### config.mk
export PLATFORM = sky130hd
export DESIGN_NAME = bitload_ctrl
export DESIGN_NICKNAME = d
export VERILOG_FILES = /design/src/rtl/bitload_pkg.sv /design/src/rtl/bitload_timer.sv /design/src/rtl/bitload_serial.sv /design/src/rtl/bitload_ctrl.sv
export SDC_FILE = /design/constraint.sdc
export NUM_CORES = 1
export LEC_CHECK = 0
export CAP_MARGIN = 20
export CORE_MARGIN = 1
export CORE_UTILIZATION = 45
export CTS_CLUSTER_SIZE = 40
export DETAILED_ROUTE_END_ITERATION = 8
export MAX_ROUTING_LAYER = met4
export PLACE_DENSITY_LB_ADDON = 0.1
export SLEW_MARGIN = 20
export SYNTH_ARGS = -nofsm -noshare
export SYNTH_HDL_FRONTEND = slang
export SYNTH_SLANG_ARGS = --single-unit
### constraint.sdc
create_clock -name clk -period 2.1 [get_ports clk]
set_input_delay 0.42 -clock clk [delete_from_list [all_inputs] [get_ports clk]]
set_output_delay 0.42 -clock clk [all_outputs]
set_load 0.01 [all_outputs]
### src/rtl/bitload_pkg.sv
package bitload_pkg;

    typedef enum logic [3:0] {
        S_IDLE,
        S_PROG_LOW,
        S_PROG_REL,
        S_CHUNK,
        S_FETCH,
        S_SHIFT,
        S_SETTLE,
        S_SELFCFG
    } bl_state_e;

    typedef enum logic [2:0] {
        RES_NONE    = 3'd0,
        RES_OK      = 3'd1,
        RES_CRC     = 3'd2,
        RES_NOTDONE = 3'd3,
        RES_TIMEOUT = 3'd4
    } bl_result_e;

endpackage

### src/rtl/bitload_timer.sv
// Countdown timer: load sets the count, expired is high once it reaches zero.
module bitload_timer #(
    parameter int W = 8
) (
    input  logic         clk,
    input  logic         rst_n,
    input  logic         load,
    input  logic [W-1:0] val,
    output logic         expired
);
    logic [W-1:0] cnt_q;

    always_ff @(posedge clk or negedge rst_n) begin
        if (!rst_n)            cnt_q <= '0;
        else if (load)         cnt_q <= val;
        else if (cnt_q != '0)  cnt_q <= cnt_q - 1'b1;
    end

    assign expired = (cnt_q == '0);
endmodule

### src/rtl/bitload_serial.sv
// Byte serializer: MSB first, clock idles low, data moves on the falling edge.
module bitload_serial #(
    parameter int HALF = 2
) (
    input  logic       clk,
    input  logic       rst_n,
    input  logic       load,
    input  logic [7:0] din,
    output logic       busy,
    output logic       sclk,
    output logic       sdo
);
    localparam int DW = $clog2(HALF) + 1;

    logic [DW-1:0] div_q;
    logic [2:0]    bits_q;
    logic [7:0]    sh_q;
    logic          act_q;
    logic          sclk_q;

    always_ff @(posedge clk or negedge rst_n) begin
        if (!rst_n) begin
            div_q  <= '0;
            bits_q <= '0;
            sh_q   <= '0;
            act_q  <= 1'b0;
            sclk_q <= 1'b0;
        end else if (load) begin
            sh_q   <= din;
            bits_q <= 3'd7;
            act_q  <= 1'b1;
            sclk_q <= 1'b0;
            div_q  <= '0;
        end else if (act_q) begin
            if (div_q == DW'(HALF - 1)) begin
                div_q <= '0;
                if (!sclk_q) begin
                    sclk_q <= 1'b1;
                end else begin
                    sclk_q <= 1'b0;
                    if (bits_q == 3'd0) begin
                        act_q <= 1'b0;
                    end else begin
                        bits_q <= bits_q - 1'b1;
                        sh_q   <= {sh_q[6:0], 1'b0};
                    end
                end
            end else begin
                div_q <= div_q + 1'b1;
            end
        end
    end

    assign busy = act_q;
    assign sclk = sclk_q;
    assign sdo  = sh_q[7];
endmodule

### src/rtl/bitload_ctrl.sv
module bitload_ctrl #(
    parameter int ADDR_W      = 24,
    parameter int CNT_W       = 24,
    parameter int CHUNK       = 256,
    parameter int SCK_HALF    = 2,
    parameter int SETTLE_CYC  = 100000,
    parameter int HS_TIMEOUT  = 1000000,
    parameter int SELFCFG_CYC = 200000000,
    parameter int HAS_PROG    = 1
) (
    input  logic              clk,
    input  logic              rst_n,
    input  logic              start_i,
    input  logic [ADDR_W-1:0] start_addr_i,
    input  logic [CNT_W-1:0]  byte_count_i,
    output logic              rd_req_o,
    output logic [ADDR_W-1:0] rd_addr_o,
    input  logic [7:0]        rd_data_i,
    input  logic              rd_valid_i,
    input  logic              init_n_i,
    input  logic              done_i,
    output logic              prog_n_o,
    output logic              sclk_o,
    output logic              sdo_o,
    output logic              busy_o,
    output logic [2:0]        result_o
);
    import bitload_pkg::*;

    localparam int TMAX_A = (SETTLE_CYC > HS_TIMEOUT) ? SETTLE_CYC : HS_TIMEOUT;
    localparam int TMAX   = (TMAX_A > SELFCFG_CYC) ? TMAX_A : SELFCFG_CYC;
    localparam int TMR_W  = $clog2(TMAX + 1);
    localparam int CH_W   = $clog2(CHUNK + 1);

    bl_state_e         state_q, state_d;
    logic [CNT_W-1:0]  rem_q;
    logic [ADDR_W-1:0] addr_q;
    logic [CH_W-1:0]   chunk_q;
    logic [1:0]        init_sync, done_sync;
    logic              init_s, done_s;
    logic              tmr_load, tmr_exp;
    logic [TMR_W-1:0]  tmr_val;
    logic              tx_load, tx_busy;
    logic              prog_n_q, busy_q, rd_req_q;
    logic [2:0]        res_q;

    // pin synchronizers
    always_ff @(posedge clk or negedge rst_n) begin
        if (!rst_n) begin
            init_sync <= 2'b11;
            done_sync <= 2'b00;
        end else begin
            init_sync <= {init_sync[0], init_n_i};
            done_sync <= {done_sync[0], done_i};
        end
    end
    assign init_s = init_sync[1];
    assign done_s = done_sync[1];

    bitload_timer #(.W(TMR_W)) u_timer (
        .clk(clk), .rst_n(rst_n), .load(tmr_load), .val(tmr_val), .expired(tmr_exp)
    );

    bitload_serial #(.HALF(SCK_HALF)) u_serial (
        .clk(clk), .rst_n(rst_n), .load(tx_load), .din(rd_data_i),
        .busy(tx_busy), .sclk(sclk_o), .sdo(sdo_o)
    );

    // next-state logic
    always_comb begin
        state_d  = state_q;
        tmr_load = 1'b0;
        tmr_val  = '0;
        tx_load  = 1'b0;
        unique case (state_q)
            S_IDLE: if (start_i) begin
                tmr_load = 1'b1;
                if (HAS_PROG != 0) begin
                    state_d = S_PROG_LOW;
                    tmr_val = TMR_W'(HS_TIMEOUT);
                end else begin
                    state_d = S_SELFCFG;
                    tmr_val = TMR_W'(SELFCFG_CYC);
                end
            end
            S_PROG_LOW: begin
                if (!init_s) begin
                    state_d  = S_PROG_REL;
                    tmr_load = 1'b1;
                    tmr_val  = TMR_W'(HS_TIMEOUT);
                end else if (tmr_exp) begin
                    state_d = S_IDLE;
                end
            end
            S_PROG_REL: begin
                if (init_s)       state_d = S_CHUNK;
                else if (tmr_exp) state_d = S_IDLE;
            end
            S_CHUNK: begin
                if (rem_q == '0) begin
                    state_d  = S_SETTLE;
                    tmr_load = 1'b1;
                    tmr_val  = TMR_W'(SETTLE_CYC);
                end else begin
                    state_d = S_FETCH;
                end
            end
            S_FETCH: if (rd_valid_i) begin
                state_d = S_SHIFT;
                tx_load = 1'b1;
            end
            S_SHIFT: if (!tx_busy) begin
                state_d = (chunk_q == CH_W'(1)) ? S_CHUNK : S_FETCH;
            end
            S_SETTLE:  if (tmr_exp) state_d = S_IDLE;
            S_SELFCFG: if (tmr_exp) state_d = S_IDLE;
            default:   state_d = S_IDLE;
        endcase
    end

    // state register
    always_ff @(posedge clk or negedge rst_n) begin
        if (!rst_n) state_q <= S_IDLE;
        else        state_q <= state_d;
    end

    // address, remaining count and chunk counter
    always_ff @(posedge clk or negedge rst_n) begin
        if (!rst_n) begin
            addr_q  <= '0;
            rem_q   <= '0;
            chunk_q <= '0;
        end else begin
            if (state_q == S_IDLE && start_i) begin
                addr_q <= start_addr_i;
                rem_q  <= byte_count_i;
            end
            if (state_q == S_CHUNK && rem_q != '0) begin
                chunk_q <= (rem_q > CNT_W'(CHUNK)) ? CH_W'(CHUNK) : CH_W'(rem_q);
            end
            if (state_q == S_SHIFT && !tx_busy) begin
                addr_q  <= addr_q + 1'b1;
                rem_q   <= rem_q - 1'b1;
                chunk_q <= chunk_q - 1'b1;
            end
        end
    end

    // registered outputs
    always_ff @(posedge clk or negedge rst_n) begin
        if (!rst_n) begin
            prog_n_q <= 1'b1;
            busy_q   <= 1'b0;
            rd_req_q <= 1'b0;
            res_q    <= RES_NONE;
        end else begin
            prog_n_q <= (state_d != S_PROG_LOW);
            busy_q   <= (state_d != S_IDLE);
            rd_req_q <= (state_d == S_FETCH);
            if (state_q == S_IDLE && state_d != S_IDLE)
                res_q <= RES_NONE;
            else if ((state_q == S_PROG_LOW || state_q == S_PROG_REL) && state_d == S_IDLE)
                res_q <= RES_TIMEOUT;
            else if (state_q == S_SETTLE && tmr_exp)
                res_q <= !init_s ? RES_CRC : (!done_s ? RES_NOTDONE : RES_OK);
            else if (state_q == S_SELFCFG && tmr_exp)
                res_q <= RES_OK;
        end
    end

    assign prog_n_o  = prog_n_q;
    assign busy_o    = busy_q;
    assign rd_req_o  = rd_req_q;
    assign rd_addr_o = addr_q;
    assign result_o  = res_q;
endmodule

==> flow_summary_export.csv <==
group,metric,value,unit
run_status,outcome,"finished, final reports clean",
pwr,power_leakage,3.60,nW
global_route,grt_pass1_vias,5717,
layout,fin_util,63.1,%
yosys,syn_nets,739,
setup_path,critPathKind,"reg -> reg",
yosys,yosysTopAreaCell,"dfrtp_1",
yosys,synth_simple_gate_area_share,26.3,%
timing,grt_setup_unrepaired,"yes",
detailed_routing,drc_errors,0,
yosys,synth.yosys.seq_area_share,44.7,%
yosys,ys_ff_latch,114,
detailed_routing,wl_per_cell,17.3,µm
global_route,globalRouteOverflowTotal,0,
setup_path,end_kind,"register",
clock_tree,clock-root-buffer,"clkbuf_16",
timing,fin_skew,5.71,ps
placement,placed_cell_area,7980,µm²
worst_hold_path,hp-class,"reg -> reg",
pwr,powerDensity,1090,nW/µm²
setup_path,slowest_delay,420,ps
setup_path,cp_max_fo,4,
timing,fin_ws,65.2,ps
die,io_pins,94,
detailed_routing,wl,17700,µm
pwr,vdd_drop_max,636,µV
placement,gp_congestion,0.925,
global_route,grt_pass1_wl,28500,µm
clock_tree,path_clk_slew,50,ps
detailed_routing,num_vias,5898,
timing,finalHoldViolCount,0,
yosys,synth_top_family_by_area,"simple AND/OR/NAND/NOR gates",
yosys,synthArstFlopShare,100,%
detailed_routing,antenna_left,0,
clock_tree,cts_tree,"yes",
layout,stdcell_count,1020,
die,coreArea,13900,µm²
clock_tree,ctsHtreeMaxLevel,4,
clock_tree,cts_sinks,114,
yosys,synth_edf_count,0,
global_route,grt_max_degree,47,
setup_path,start_kind,"register",
detailed_routing,via_per_inst,5.78,
yosys,synth_compound_area_share,18.8,%
yosys,synth_fa_ha_area_share,1.37,%
setup_path,path_cells,"inv_1, ha_2, nor4b_4, nand2_2, or3_4, o311ai_2, o311ai_1",
timing,setup_violations,0,
clock_tree,cts_buffer_depth,2,
die,start_util,46.1,%
detailed_routing,firstDrtPassIters,5,
layout,area_growth,37.0,%
job,maxCapViolations,0,
yosys,synth.area.top_cells,"dfrtp_1 43%, nor2_1 4.0%, nand2_1 3.4%",
pwr,power.total,9.54,mW
timing,fin_crit_sh,96.9,%
yosys,ys_warn_count,0,
yosys,synth_commonest_cells,"111 x dfrtp_1, 68 x nor2_1, 58 x nand2_1",
clock_tree,clock_latency,420,ps
placement,place_inst,981,
clock_tree,cts_buffers,17,
global_route,grt_use_total,25.6,%
yosys,muxShareOfSynthArea,1.72,%
placement,preCtsSetupSlack,41.6,ps
layout,drive_gt1_share,19.0,%
detailed_routing,drt_iter0_drc,496,
placement,port-buffer-count,93,
die,die_w,121,µm
placement,dp_hpwl,12100,µm
layout,antenna_cells,0,
yosys,yosysMostFrequentCell,"dfrtp_1",
yosys,syn_avg_cell_area,9.55,µm²
yosys,synthCells,670,
timing,layout_min_cycle_time,2030,ps
setup_path,required,2380,ps
layout,final_nets,896,
yosys,netlist_area,6400,µm²
setup_path,cp.arrival,2310,ps
yosys,ys_types,76,
global_route,grt_antenna_before_repair,0,
yosys,synth_xor_area_share,3.56,%
timing,drv_slew,0,
layout,design_area,8760,µm²
yosys,ys.flop_type,"dfrtp_1",
die,die_area,14700,µm²
timing,clock.fmax,491,MHz
setup_path,cp_slowest_cell,"or3_4",
die,rows,43,
die,die_h,121,µm
yosys,synth_top_area_share,43.4,%
==> timing repair <==
action                                  CTS  global route
hold buffers                              1             0
endpoints found under the setup margin    0            35
setup buffers                             0             4
gates resized for setup                   0            24
endpoints found under the hold margin    25             0
==> registers in the layout (all words and copies together) (netlist names) <==
signal	flops
u_timer.cnt_q	28
rd_addr_o	24
rem_q	24
chunk_q	9
u_serial.sh_q	8
state_q	4
result_o	3
u_serial.bits_q	3
done_sync	2
init_sync	2
u_serial.div_q	2
busy_o	1
prog_n_o	1
rd_req_o	1
u_serial.busy	1
u_serial.sclk	1
==> routing by layer <==
layer / wire length, µm / vias to the layer above / GRT usage [%]
met5: 0 / - / -
met4: 210 / 0 / 7.64
met3: 841 / 17 / 5.73
met2: 8420 / 160 / 39.0
met1: 8180 / 2901 / 34.1
li1: - / 2820 / -
==> critical path, delay by kind of cell (launching register included) <==
family | cells | cell delay, ps
and+or+nand+nor | 3 | 850
DFF | 1 | 380
adders and majority gates | 1 | 190
buffers and inverters | 1 | 80
AOI/OAI and AO/OA | 2 | 400
==> power breakdown <==
group | leakage, nW | switching (mW) | internal [mW] | total [mW]
logic | 1.93 | 1.47 | 1.59 | 3.06
registers | 1.40 | 0.685 | 2.84 | 3.52
clock network | 0.273 | 1.07 | 1.89 | 2.96
total | 3.60 | 3.22 | 6.32 | 9.54
==> through the flow <==
stage	hold WS (ps)	setup TNS (ps)
2_1_floorplan	124	0
3_3_place_gp	339	0
3_5_place_dp	348	0
4_1_cts	356	0
5_1_grt	364	-93.0
6_report	356	0
==> final timing paths <==
path                         startpoint                end  slack (ps)  cells after the start
setup / recovery               rem_q[0]          rem_q[18]          70                      7
hold / removal             init_sync[0]       init_sync[1]         360                      0
setup reg to reg               rem_q[0]          rem_q[18]          70                      7
hold reg to reg            init_sync[0]       init_sync[1]         360                      0
max in group asynchronous         rst_n       init_sync[0]        1000                      3
min in group asynchronous         rst_n  u_timer.cnt_q[21]         470                      2
==> cells by family after synthesis <==
kind of cell	after synthesis
xor gates and xnor gates	26
AOI/OAI and AO/OA	172
other	1
adders and majority gates	7
buffers and inverters	52
and+or+nand+nor	287
muxes	11
DFF	114
==> layout by cell type, fill, tap and decap left out, types with 11 or more instances in the layout <==
master and n:
buf_4 69, inv_1 21, nand2b_1 12, a211oi_1 13, xnor2_1 14, xor2_1 12
clkbuf_16 17, dfrtp_1 110, a21oi_1 31, nor3_1 23, o211ai_1 20, clkdlybuf4s50_1 92
a311oi_1 12, nand2_1 57, nor2_1 67, and3_1 11, nand3_1 32, o21ai_0 35
mux2i_1 11
==> layout make-up <==
type	instances	area (µm²)
Fill cell	1175	5120
Multi-Input combinational cell	506	3450
Sequential cell	114	2860
Timing Repair Buffer	167	1540
Clock buffer	19	443
Tap cell	180	225
Clock inverter	13	161
Inverter	21	78.8
Note: power is estimated with default switching activity, not from simulation.
